`src/rtl/snoop_line_ctl.sv`:
```
module snoop_line_ctl #(
  parameter int NLINES = 8,
  localparam int LW = (NLINES > 1) ? $clog2(NLINES) : 1
) (
  input  logic          clk,
  input  logic          rst_n,
  input  logic [1:0]    cpu_op,
  input  logic [LW-1:0] cpu_line,
  input  logic          cpu_hit,
  input  logic          shared_in,
  input  logic [1:0]    snp_op,
  input  logic [LW-1:0] snp_line,
  output logic [1:0]    bus_cmd,
  output logic          cpu_evict_wb,
  output logic          snp_supply,
  output logic          snp_wb,
  output logic [1:0]    cpu_state_nxt,
  output logic [1:0]    snp_state_nxt
);

  localparam logic [1:0] ST_I = 2'd0, ST_E = 2'd1, ST_S = 2'd2, ST_M = 2'd3;
  localparam logic [1:0] OP_RD = 2'd1, OP_WR = 2'd2;
  localparam logic [1:0] SN_RD = 2'd1, SN_WM = 2'd2, SN_INV = 2'd3;
  localparam logic [1:0] CMD_NONE = 2'd0, CMD_RD = 2'd1, CMD_WM = 2'd2, CMD_INV = 2'd3;

  logic [1:0] st [NLINES];
  logic [1:0] s_cur, c_cur;
  logic       collide, c_hit;

  assign s_cur = st[snp_line];

  always_comb begin
    snp_state_nxt = s_cur;
    snp_supply    = 1'b0;
    snp_wb        = 1'b0;
    if (s_cur != ST_I) begin
      case (snp_op)
        SN_RD: begin
          snp_supply    = 1'b1;
          snp_wb        = (s_cur == ST_M);
          snp_state_nxt = ST_S;
        end
        SN_WM: begin
          snp_supply    = 1'b1;
          snp_wb        = (s_cur == ST_M);
          snp_state_nxt = ST_I;
        end
        SN_INV:  snp_state_nxt = ST_I;
        default: ;
      endcase
    end
  end

  assign collide = (snp_op != 2'd0) && (snp_line == cpu_line);
  assign c_cur   = collide ? snp_state_nxt : st[cpu_line];
  assign c_hit   = cpu_hit && (c_cur != ST_I);

  always_comb begin
    cpu_state_nxt = c_cur;
    bus_cmd       = CMD_NONE;
    cpu_evict_wb  = 1'b0;
    if (cpu_op == OP_RD && !c_hit) begin
      bus_cmd       = CMD_RD;
      cpu_evict_wb  = (c_cur == ST_M);
      cpu_state_nxt = shared_in ? ST_S : ST_E;
    end else if (cpu_op == OP_WR) begin
      cpu_state_nxt = ST_M;
      if (!c_hit) begin
        bus_cmd      = CMD_WM;
        cpu_evict_wb = (c_cur == ST_M);
      end else if (c_cur == ST_S) begin
        bus_cmd = CMD_INV;
      end
    end
  end

  always_ff @(posedge clk or negedge rst_n) begin
    if (!rst_n) begin
      for (int i = 0; i < NLINES; i++) st[i] <= ST_I;
    end else begin
      if (snp_op != 2'd0) st[snp_line] <= snp_state_nxt;
      if (cpu_op == OP_RD || cpu_op == OP_WR) st[cpu_line] <= cpu_state_nxt;
    end
  end

  p_read_fill_r2: assert property (@(posedge clk) disable iff (!rst_n)
    (cpu_op == OP_RD && bus_cmd == CMD_RD) |=>
      st[$past(cpu_line)] == ($past(shared_in) ? ST_S : ST_E));

  p_silent_upgrade_r3: assert property (@(posedge clk) disable iff (!rst_n)
    (cpu_op == OP_WR && cpu_hit && c_cur == ST_E) |-> (bus_cmd == CMD_NONE));

  p_idle_quiet_r6: assert property (@(posedge clk) disable iff (!rst_n)
    (cpu_op != OP_RD && cpu_op != OP_WR) |-> (bus_cmd == CMD_NONE && !cpu_evict_wb));

  p_snoop_kill_r8: assert property (@(posedge clk) disable iff (!rst_n)
    ((snp_op == SN_WM || snp_op == SN_INV) &&
     !((cpu_op == OP_RD || cpu_op == OP_WR) && cpu_line == snp_line)) |=>
      st[$past(snp_line)] == ST_I);

  p_wb_with_supply_r10: assert property (@(posedge clk) disable iff (!rst_n)
    snp_wb |-> snp_supply);

endmodule

```
`config.mk`:
```
export PLATFORM = sky130hd
export DESIGN_NAME = snoop_line_ctl
export DESIGN_NICKNAME = d
export VERILOG_FILES = /design/src/rtl/snoop_line_ctl.sv
export SDC_FILE = /design/constraint.sdc
export NUM_CORES = 1
export LEC_CHECK = 0
export BUFFER_PORTS_ARGS = -buffer_cell sky130_fd_sc_hd__buf_2
export CAP_MARGIN = 25
export CORE_ASPECT_RATIO = 0.75
export CORE_MARGIN = 10
export CORE_UTILIZATION = 50
export DETAILED_ROUTE_END_ITERATION = 8
export PLACE_DENSITY = 0.76
export SLEW_MARGIN = 20
export SYNTH_ARGS = -nofsm -noshare
export SYNTH_HDL_FRONTEND = slang
export SYNTH_SLANG_ARGS = --single-unit
```
`constraint.sdc`:
```
create_clock -name clk -period 3.4 [get_ports clk]
set_clock_uncertainty 0.05 [all_clocks]
set_input_delay 0.85 -clock clk [delete_from_list [all_inputs] [get_ports clk]]
set_output_delay 0.85 -clock clk [all_outputs]
set_load 0.01 [all_outputs]
```
======== After elaboration in Yosys (flattened, before gate mapping) ========
Cells that the tools add are included.
word-level totals
  register bits after elaboration ......... 16
  bits of input ports ..................... 14
  output and inout bits ................... 9
  logic and storage cells ................. 66
operators by class
  multiplexer cells ....................... 31
  order comparisons ....................... 4
  bitwise operators ....................... 2
  equal/unequal tests ..................... 9
  reductions and logical operators ........ 12
operators by type and width
  cell                                                                          number
  16-bit bitwise mux                                                            2
  16-bit 2-to-1 mux                                                             2
  2-bit 2-to-1 mux                                                              15
  2-bit binary-select mux with 3-bit select                                     2
  2-bit demux with 3-bit select                                                 2
  2-bit == test, second input constant                                          6
  4-bit >= comparator, second input constant                                    2
  4-bit by 1-bit less-than comparator with 1-bit output, second input constant  2
  3-bit NOT with 4-bit output                                                   2
  1-bit 2-to-1 mux                                                              7
  2-bit nonzero test                                                            3
  1-bit logical AND                                                             5
  2-bit by 1-bit == test with 1-bit output, second input constant               2
  2-bit case mux with 2 select lines                                            1
  2-bit OR reduction                                                            2
  3-bit == test                                                                 1
  1-bit zero test                                                               1
  1-bit logical OR                                                              1

======== Longest topological paths before layout ========
Gate-level depths: netlist of run 1.
  depth in word-level cells ............... 14
  depth in mapped cells ................... 8
  gate-level depth less buffers ........... 7

======== Least setup slack after synthesis of run 1 ========
OpenSTA, ideal clock, no wires.
  path type ............................... in2out
  from .................................... in snp_line[0]
  to ...................................... out cpu_state_nxt[0]
  arrival ................................. 2,497 ps
  path buffers ............................ 1
  data required time ...................... 2,500 ps
  path slack .............................. 3 ps
  stages on the path ...................... 7
  path through ............................ buf_6 mux4_2 mux2i_4 nand2_2 a41o_4 mux2_4 inv_2
on the way
  word-level cells in the longest chain between the ends .. 12
ends and longest elaborated chain
  item                                                                             line    text
  start, declared                                                                  12      input logic [LW-1:0] snp_line,
  3-bit NOT with 4-bit output (not written as such)                                30      assign s_cur = st[snp_line];
  2-bit binary-select mux with 3-bit select                                        30
  2-bit 2-to-1 mux (not written as such) (2 in series)                             30
  2-bit case mux with 2 select lines / 2-bit nonzero test (equally long branches)  37, 36
  2-bit 2-to-1 mux                                                                 36      if (s_cur != ST_I) begin
  2-bit 2-to-1 mux *                                                               55      assign c_cur = collide ? snp_state_nxt : st[cpu_line];
  2-bit nonzero test                                                               56      assign c_hit = cpu_hit && (c_cur != ST_I);
  1-bit logical AND                                                                56
  1-bit zero test                                                                  -
  1-bit logical AND                                                                62      if (cpu_op == OP_RD && !c_hit) begin
  2-bit 2-to-1 mux *                                                               62
  end, declared                                                                    17      output logic [1:0] cpu_state_nxt,
Every way passes the cells marked *; elsewhere a longest branch is shown, timed or not. The select of a mux whose other input is x is not followed.

======== Worst setup path after layout of run 1 ========
  from .................................... in cpu_line[0]
  to ...................................... out cpu_state_nxt[0]
on the way
  word-level cells in the longest chain between the ends .. 10
ends and longest elaborated chain
  item                                                  line  text
  start, declared                                       8     input logic [LW-1:0] cpu_line,
  3-bit NOT with 4-bit output (not written as such)     55
  2-bit binary-select mux with 3-bit select             55
  2-bit 2-to-1 mux (not written as such) (2 in series)  55
  2-bit 2-to-1 mux *                                    55
  2-bit nonzero test                                    56
  1-bit logical AND                                     56
  1-bit zero test                                       -
  1-bit logical AND                                     62
  2-bit 2-to-1 mux *                                    62
Marks and branches as above.

==> impl_metrics.env, run 1 <==
export IMPL_core_area_mm2=0.00264
export IMPL_seq_area_frac_synth=0.285
export IMPL_drc=0
export IMPL_outcome="finished, final reports clean"
export IMPL_vias_per_cell=5.84
export IMPL_cts_sinks=16
export IMPL_cts_tree="yes"
export IMPL_crit_end="cpu_state_nxt[0]"
export IMPL_start_util=0.531
export IMPL_power_frac_seq=0.320
export IMPL_ant_nets=0
export IMPL_grt_ovfl_total=0
export IMPL_cp_arrival_ps=2490
export IMPL_routedWlPerCell_um=19.1
export IMPL_root_buffer="clkbuf_8"
export IMPL_synth_distinct_cells=34
export IMPL_synthArstFlopShare=1.00
export IMPL_nets=193
export IMPL_ff2ff_setup_slack_ps=1100
export IMPL_post_route_min_period_ps=3390
export IMPL_clockBufferDepth=2
export IMPL_largest_reg_flops=16
export IMPL_crit_fanout=5
export IMPL_finalMaxSlewViolations=0
export IMPL_cp_end_kind="primary output"
export IMPL_synth_edff_count=0
export IMPL_critPathLaunchType="input port"
export IMPL_final_cell_count_no_fill=210
export IMPL_final_seq_area_um2=400
export IMPL_die_area_mm2=0.00535
export IMPL_p_switching_uw=372
export IMPL_hp_class="input port to async pin"
export IMPL_clock_fmax_mhz=295
export IMPL_top_regs="st: 16 flops"
export IMPL_cts_htree_levels=1
export IMPL_worst_slack_ps=7.86
export IMPL_relSlewSlack=0.762
export IMPL_grt_pass1_wl_mm=6.43
export IMPL_antenna_found_initial=0
export IMPL_gr_usage_all_layers=0.152
export IMPL_fin_crit_sh=0.998
export IMPL_startpoint="cpu_line[0]"
export IMPL_dp_cells=202
export IMPL_ioPinCount=23
export IMPL_syn_nets=154
export IMPL_internal_power_uw=625
export IMPL_syn_avg_cell_area_um2=10.3
export IMPL_ys_ff_latch=16
export IMPL_vdd_drop_max_uv=346
export IMPL_grt_max_degree=17
export IMPL_finish_utilization=0.679
export IMPL_dieWidth_um=81.2
export IMPL_cap_violations=0
export IMPL_grt_pass1_vias=1320
export IMPL_dr_pass1_iters=4
export IMPL_multi_input_area_um2=953
export IMPL_cts_hold_repair_buffers=0
export IMPL_synth_area_mm2=0.00140
export IMPL_row_count=16
export IMPL_required_ps=2500
export IMPL_clockPowerShare=0.169
export IMPL_design_area_mm2=0.00180
export IMPL_setup_viol=0
export IMPL_p_comb_frac=0.511
export IMPL_die_y_um=65.9
export IMPL_antenna_cells=0
export IMPL_clk_transition_reported_paths_ps=60
export IMPL_pre_cts_ws_ps=-184
export IMPL_insertion_delay_ps=250
export IMPL_synth_ff_type="dfrtp_1"
export IMPL_dr_first_iter_drc_count=115
export IMPL_syn_inst=136
export IMPL_n_fill_cell=196
export IMPL_regMostFlops="st"
export IMPL_place_congestion=0.948
export IMPL_rr_worst_depth=10
export IMPL_rsz0062_at_grt="yes"
export IMPL_dpl_hpwl_mm=3.17
export IMPL_tightest_slew_ps=357
export IMPL_p_sw_frac=0.373
export IMPL_reg2reg_from="st[7]"
export IMPL_dpl_cell_area_mm2=0.00163
export IMPL_crit_type="input port to primary output"
export IMPL_io_buffers=22
export IMPL_r2r_end="st[13]"
export IMPL_p_leak_uw=0.000902
export IMPL_area_growth_pct=27.9
export IMPL_yosysWarningCount=0
export IMPL_drive_above_1_share=0.437
export IMPL_p_per_area_mw_per_mm2=555
export IMPL_cts_made_buffers=3
export IMPL_dr_total_vias=1227
export IMPL_totalWireLength_mm=4.02
export IMPL_finalHoldViolations=0
-- cell usage after synthesis, types with 2 or more instances --
library cell,instances,area share
mux2i_1,18,0.13
nor2b_1,5,0.022
o21ai_0,3,0.011
inv_2,2,0.0053
mux4_2,8,0.13
nand2_1,14,0.037
nand3_1,12,0.043
a21boi_0,2,0.011
buf_6,3,0.024
dfrtp_1,16,0.29
nor2_1,9,0.024
mux2i_4,2,0.032
ha_1,4,0.036
inv_1,7,0.019
clkbuf_1,3,0.0080
xor2_1,3,0.019
o21ai_2,8,0.050
-- layer usage --
| metal | up-vias | GRT usage | routed length, um |
|---|---|---|---|
| li1 | 570 | - | - |
| met1 | 586 | 0.190 | 1660 |
| met2 | 63 | 0.240 | 1920 |
| met3 | 8 | 0.0584 | 382 |
| met4 | 0 | 0.0388 | 54 |
| met5 | - | 0 | 0 |
-- worst min path at each step --
stage / endpoint / slack, ps
6_report: st[15] / 450
5_1_grt: st[15] / 480
2_1_floorplan: st[2] / 440
3_5_place_dp: st[14] / 490
3_3_place_gp: st[8] / 480
4_1_cts: st[9] / 470
-- critical path, cell delays in order --
cell and delay [ps]:
buf_12 90, mux4_2 520, mux2i_4 230, o31ai_4 80, a41o_4 260, mux2_4 320, inv_2 60, buf_6 90
-- per-stage QoR --
step | hold WS, ps | setup TNS [ps] | total power, uW
floorplan | 440 | 0 | 588
global placement | 484 | -107 | 722
detailed placement | 491 | -469 | 751
CTS | 468 | 0 | 959
global route | 477 | -88.9 | 1060
finish | 452 | 0 | 997
-- layout make-up --
class | instances | area share
inverters | 9 | 0.0188
clock buffers | 4 | 0.0307
repair buffers | 42 | 0.171
well taps | 36 | 0.0251
flip-flops and latches | 16 | 0.223
multi-input cells | 103 | 0.531
-- kinds of logic after synthesis --
group | synth area share
xor gates and xnor gates | 0.0187
adders and majority gates | 0.0357
muxes | 0.299
buffers and inverters | 0.0624
DFF | 0.285
and+or+nand+nor | 0.160
AOI/OAI and AO/OA | 0.138
-- power by group through the flow --
stage	clock network [uW]	logic (uW)	registers, uW
floorplan	0	303	285
global placement	0	414	309
detailed placement	0	433	318
CTS	171	474	314
global route	186	549	321
finish	168	510	319
-- layout by cell type (no fill, tap or decap), types with 2 or more instances in the layout --
master | synthesis | layout
xor2_1 | 3 | 3
inv_2 | 2 | 2
ha_1 | 4 | 4
mux4_2 | 8 | 8
nor2_1 | 9 | 8
buf_2 | 1 | 17
dfrtp_1 | 16 | 16
o21ai_2 | 8 | 8
nand3_1 | 12 | 12
mux2i_4 | 2 | 3
nor2b_1 | 5 | 5
mux2i_1 | 18 | 17
clkbuf_8 | 0 | 4
nand2_1 | 14 | 14
o21ai_0 | 3 | 2
buf_6 | 3 | 4
inv_1 | 7 | 7
buf_4 | 0 | 19
-- timing repair --
action,4_1_cts,5_1_grt
setup endpoints to repair,4,3
pin swaps,5,5
resized for setup,12,8
setup buffers,1,3
No activity file was read; power rests on OpenSTA's default activity.
==> run 2: changes to the inputs <==
--- a/config.mk
+++ b/config.mk
@@ -5,6 +5,7 @@
 export SDC_FILE = /design/constraint.sdc
 export NUM_CORES = 1
 export LEC_CHECK = 0
+export ABC_AREA = 1
 export BUFFER_PORTS_ARGS = -buffer_cell sky130_fd_sc_hd__buf_2
 export CAP_MARGIN = 25
 export CORE_ASPECT_RATIO = 0.75
==> run 2 against run 1 <==
Net effect: combinational power decreased by 45%; via count is 27% higher; final area shrank 4.3%; global-route usage grew 0.24 points; setup slack better by 160 ps; worst hold slack got worse by 1.3 ps; count of clock-buffer cells in the layout unchanged; synthesized area is 4.0% higher; cell count rose by 45%; sequential cell count is the same.
==> impl_metrics.env, run 2 <==
export IMPL_outcome="finished, final reports clean"
export IMPL_die_y_um=66.8
export IMPL_nets=287
export IMPL_crit_type="input port to primary output"
export IMPL_cap_violations=0
export IMPL_rsz0062_at_grt="no"
export IMPL_cts_tree="yes"
export IMPL_vias_per_cell=5.13
export IMPL_post_route_min_period_ps=3230
export IMPL_gr_usage_all_layers=0.155
export IMPL_grt_pass1_vias=1456
export IMPL_cp_cell_sequence="buf_6, inv_2, nand2_1, nand3_2, nor4_4, nor2_2, nand2_1, nand2_1, inv_2, nand2_2, nand2_2, and2_1, buf_2"
export IMPL_syn_inst=238
export IMPL_grt_pass1_wl_mm=6.74
export IMPL_dr_total_vias=1558
export IMPL_area_growth_pct=17.7
export IMPL_slowest_delay_ps=310
export IMPL_synth_ff_type="dfrtp_1"
export IMPL_final_common_cell="nand2_1"
export IMPL_io_buffers=22
export IMPL_dpl_hpwl_mm=3.11
export IMPL_cp_end_kind="primary output"
export IMPL_seq_area_frac_synth=0.274
export IMPL_tns_ps=0
export IMPL_start_util=0.540
export IMPL_dr_first_iter_drc_count=225
export IMPL_largest_reg_flops=16
export IMPL_vdd_drop_max_uv=289
export IMPL_synth_distinct_cells=26
export IMPL_grt_ovfl_total=0
export IMPL_hp_class="input port to async pin"
export IMPL_final_cell_mix="76 x nand2_1, 37 x inv_1, 31 x nor2_1, 20 x buf_2, 16 x dfrtp_1"
export IMPL_clk_transition_reported_paths_ps=70
export IMPL_clock_fmax_mhz=310
export IMPL_finalMaxSlewViolations=0
export IMPL_regMostFlops="st"
export IMPL_cp_arrival_ps=2330
export IMPL_critPathLaunchType="input port"
export IMPL_p_leak_uw=0.000935
export IMPL_totalWireLength_mm=3.92
export IMPL_insertion_delay_ps=260
export IMPL_synth_area_leaders="dfrtp_1 27%, nand2_1 20%, inv_1 9.5%"
export IMPL_synth_edff_count=0
export IMPL_synth_top_area_cell="dfrtp_1"
export IMPL_design_area_mm2=0.00172
export IMPL_required_ps=2500
export IMPL_cts_htree_levels=1
export IMPL_drive_above_1_share=0.198
export IMPL_finalHoldViolations=0
export IMPL_die_area_mm2=0.00550
export IMPL_synth_top_cells_by_count="76 x nand2_1, 37 x inv_1, 34 x nor2_1"
export IMPL_relSlewSlack=0.750
export IMPL_syn_avg_cell_area_um2=6.14
export IMPL_crit_fanout=15
export IMPL_synthArstFlopShare=1.00
export IMPL_place_congestion=0.953
export IMPL_routedWlPerCell_um=12.9
export IMPL_core_area_mm2=0.00270
export IMPL_dr_pass1_iters=4
export IMPL_ioPinCount=23
export IMPL_drc=0
export IMPL_yosysWarningCount=0
export IMPL_top_regs="st: 16 flops"
export IMPL_cts_sinks=16
export IMPL_root_buffer="clkbuf_8"
export IMPL_antenna_found_initial=0
export IMPL_syn_nets=256
export IMPL_p_per_area_mw_per_mm2=414
export IMPL_synth_most_common_cell="nand2_1"
export IMPL_cts_made_buffers=3
export IMPL_fin_crit_sh=0.950
export IMPL_synth_top_area_frac=0.274
export IMPL_clockBufferDepth=2
export IMPL_synth_area_mm2=0.00146
export IMPL_antenna_cells=0
export IMPL_ys_ff_latch=16
export IMPL_tightest_slew_ps=375
export IMPL_n_fill_cell=272
export IMPL_dpl_cell_area_mm2=0.00163
export IMPL_grt_max_degree=17
export IMPL_crit_slowest_cell="nor4_4"
export IMPL_row_count=16
export IMPL_ant_nets=0
export IMPL_dieWidth_um=82.4
export IMPL_setup_viol=0
export IMPL_cpMostUsedCell="nand2_1"
-- run 2: cell types whose count changed after synthesis, sizes merged, moves of 4 or more --
cell / previous run / this run
mux2i: 20 / 0
nand2: 15 / 81
nor2: 9 / 37
mux4: 8 / 0
o211ai: 0 / 10
a21oi: 1 / 8
nor2b: 5 / 0
inv: 9 / 42
nand3: 12 / 16
-- run 2: power breakdown --
part           switching, uW  internal, uW
Clock                   70.9           103
Combinational            176           104
Sequential              25.3           234
-- run 2: area by class of cell --
cell class	count	area, um^2	area share
clock buffers	4	55.1	0.0320
inverters	42	158	0.0917
multi-input cells	178	893	0.520
flip-flops and latches	16	400	0.233
well taps	36	45.0	0.0262
repair buffers	28	168	0.0975
-- run 2: logic make-up after synthesis --
family / share of synthesized area
and+or+nand+nor: 0.437
buffers and inverters: 0.121
AOI/OAI and AO/OA: 0.134
DFF: 0.274
adders and majority gates: 0.0343
-- run 2: critical path: cells and delay by family --
kind          cells  cell delay [ps]
simple gates      9             1030
buf+inv           4              450
-- run 2: per-layer routing --
layer	part of all wire	up-vias	wire length, um	GRT usage
met3	0.11	5	418	0.0362
li1	-	806	-	-
met5	0	-	0	0
met4	0.0076	0	30	0.0466
met1	0.46	682	1820	0.221
met2	0.42	65	1660	0.220
-- run 2: stage by stage --
step	setup WS, ps	instances	total power [uW]	util	hold WS (ps)
CTS	90.0	303	710	0.625	463
detailed placement	98.3	299	535	0.605	469
finish	171	304	712	0.636	451
global placement	123	299	533	0.605	480
floorplan	356	238	445	-	442
global route	12.5	304	773	0.636	469
-- run 2: final timing paths --
path	from	to	slack, ps	cells after the start
max	snp_line[0]	cpu_state_nxt[0]	170	13
min	rst_n	st[15]	450	1
max reg2reg	st[8]	st[9]	1450	15
min reg2reg	st[1]	st[1]	500	2
max in group asynchronous	rst_n	st[7]	2580	1
min in group clk	st[1]	st[1]	500	2
-- run 2: repair_timing --
item,CTS,global route
hold buffers,0,0
setup buffers,0,1
gates resized for setup,0,10
hold endpoints to repair,0,0
setup endpoints to repair,0,3
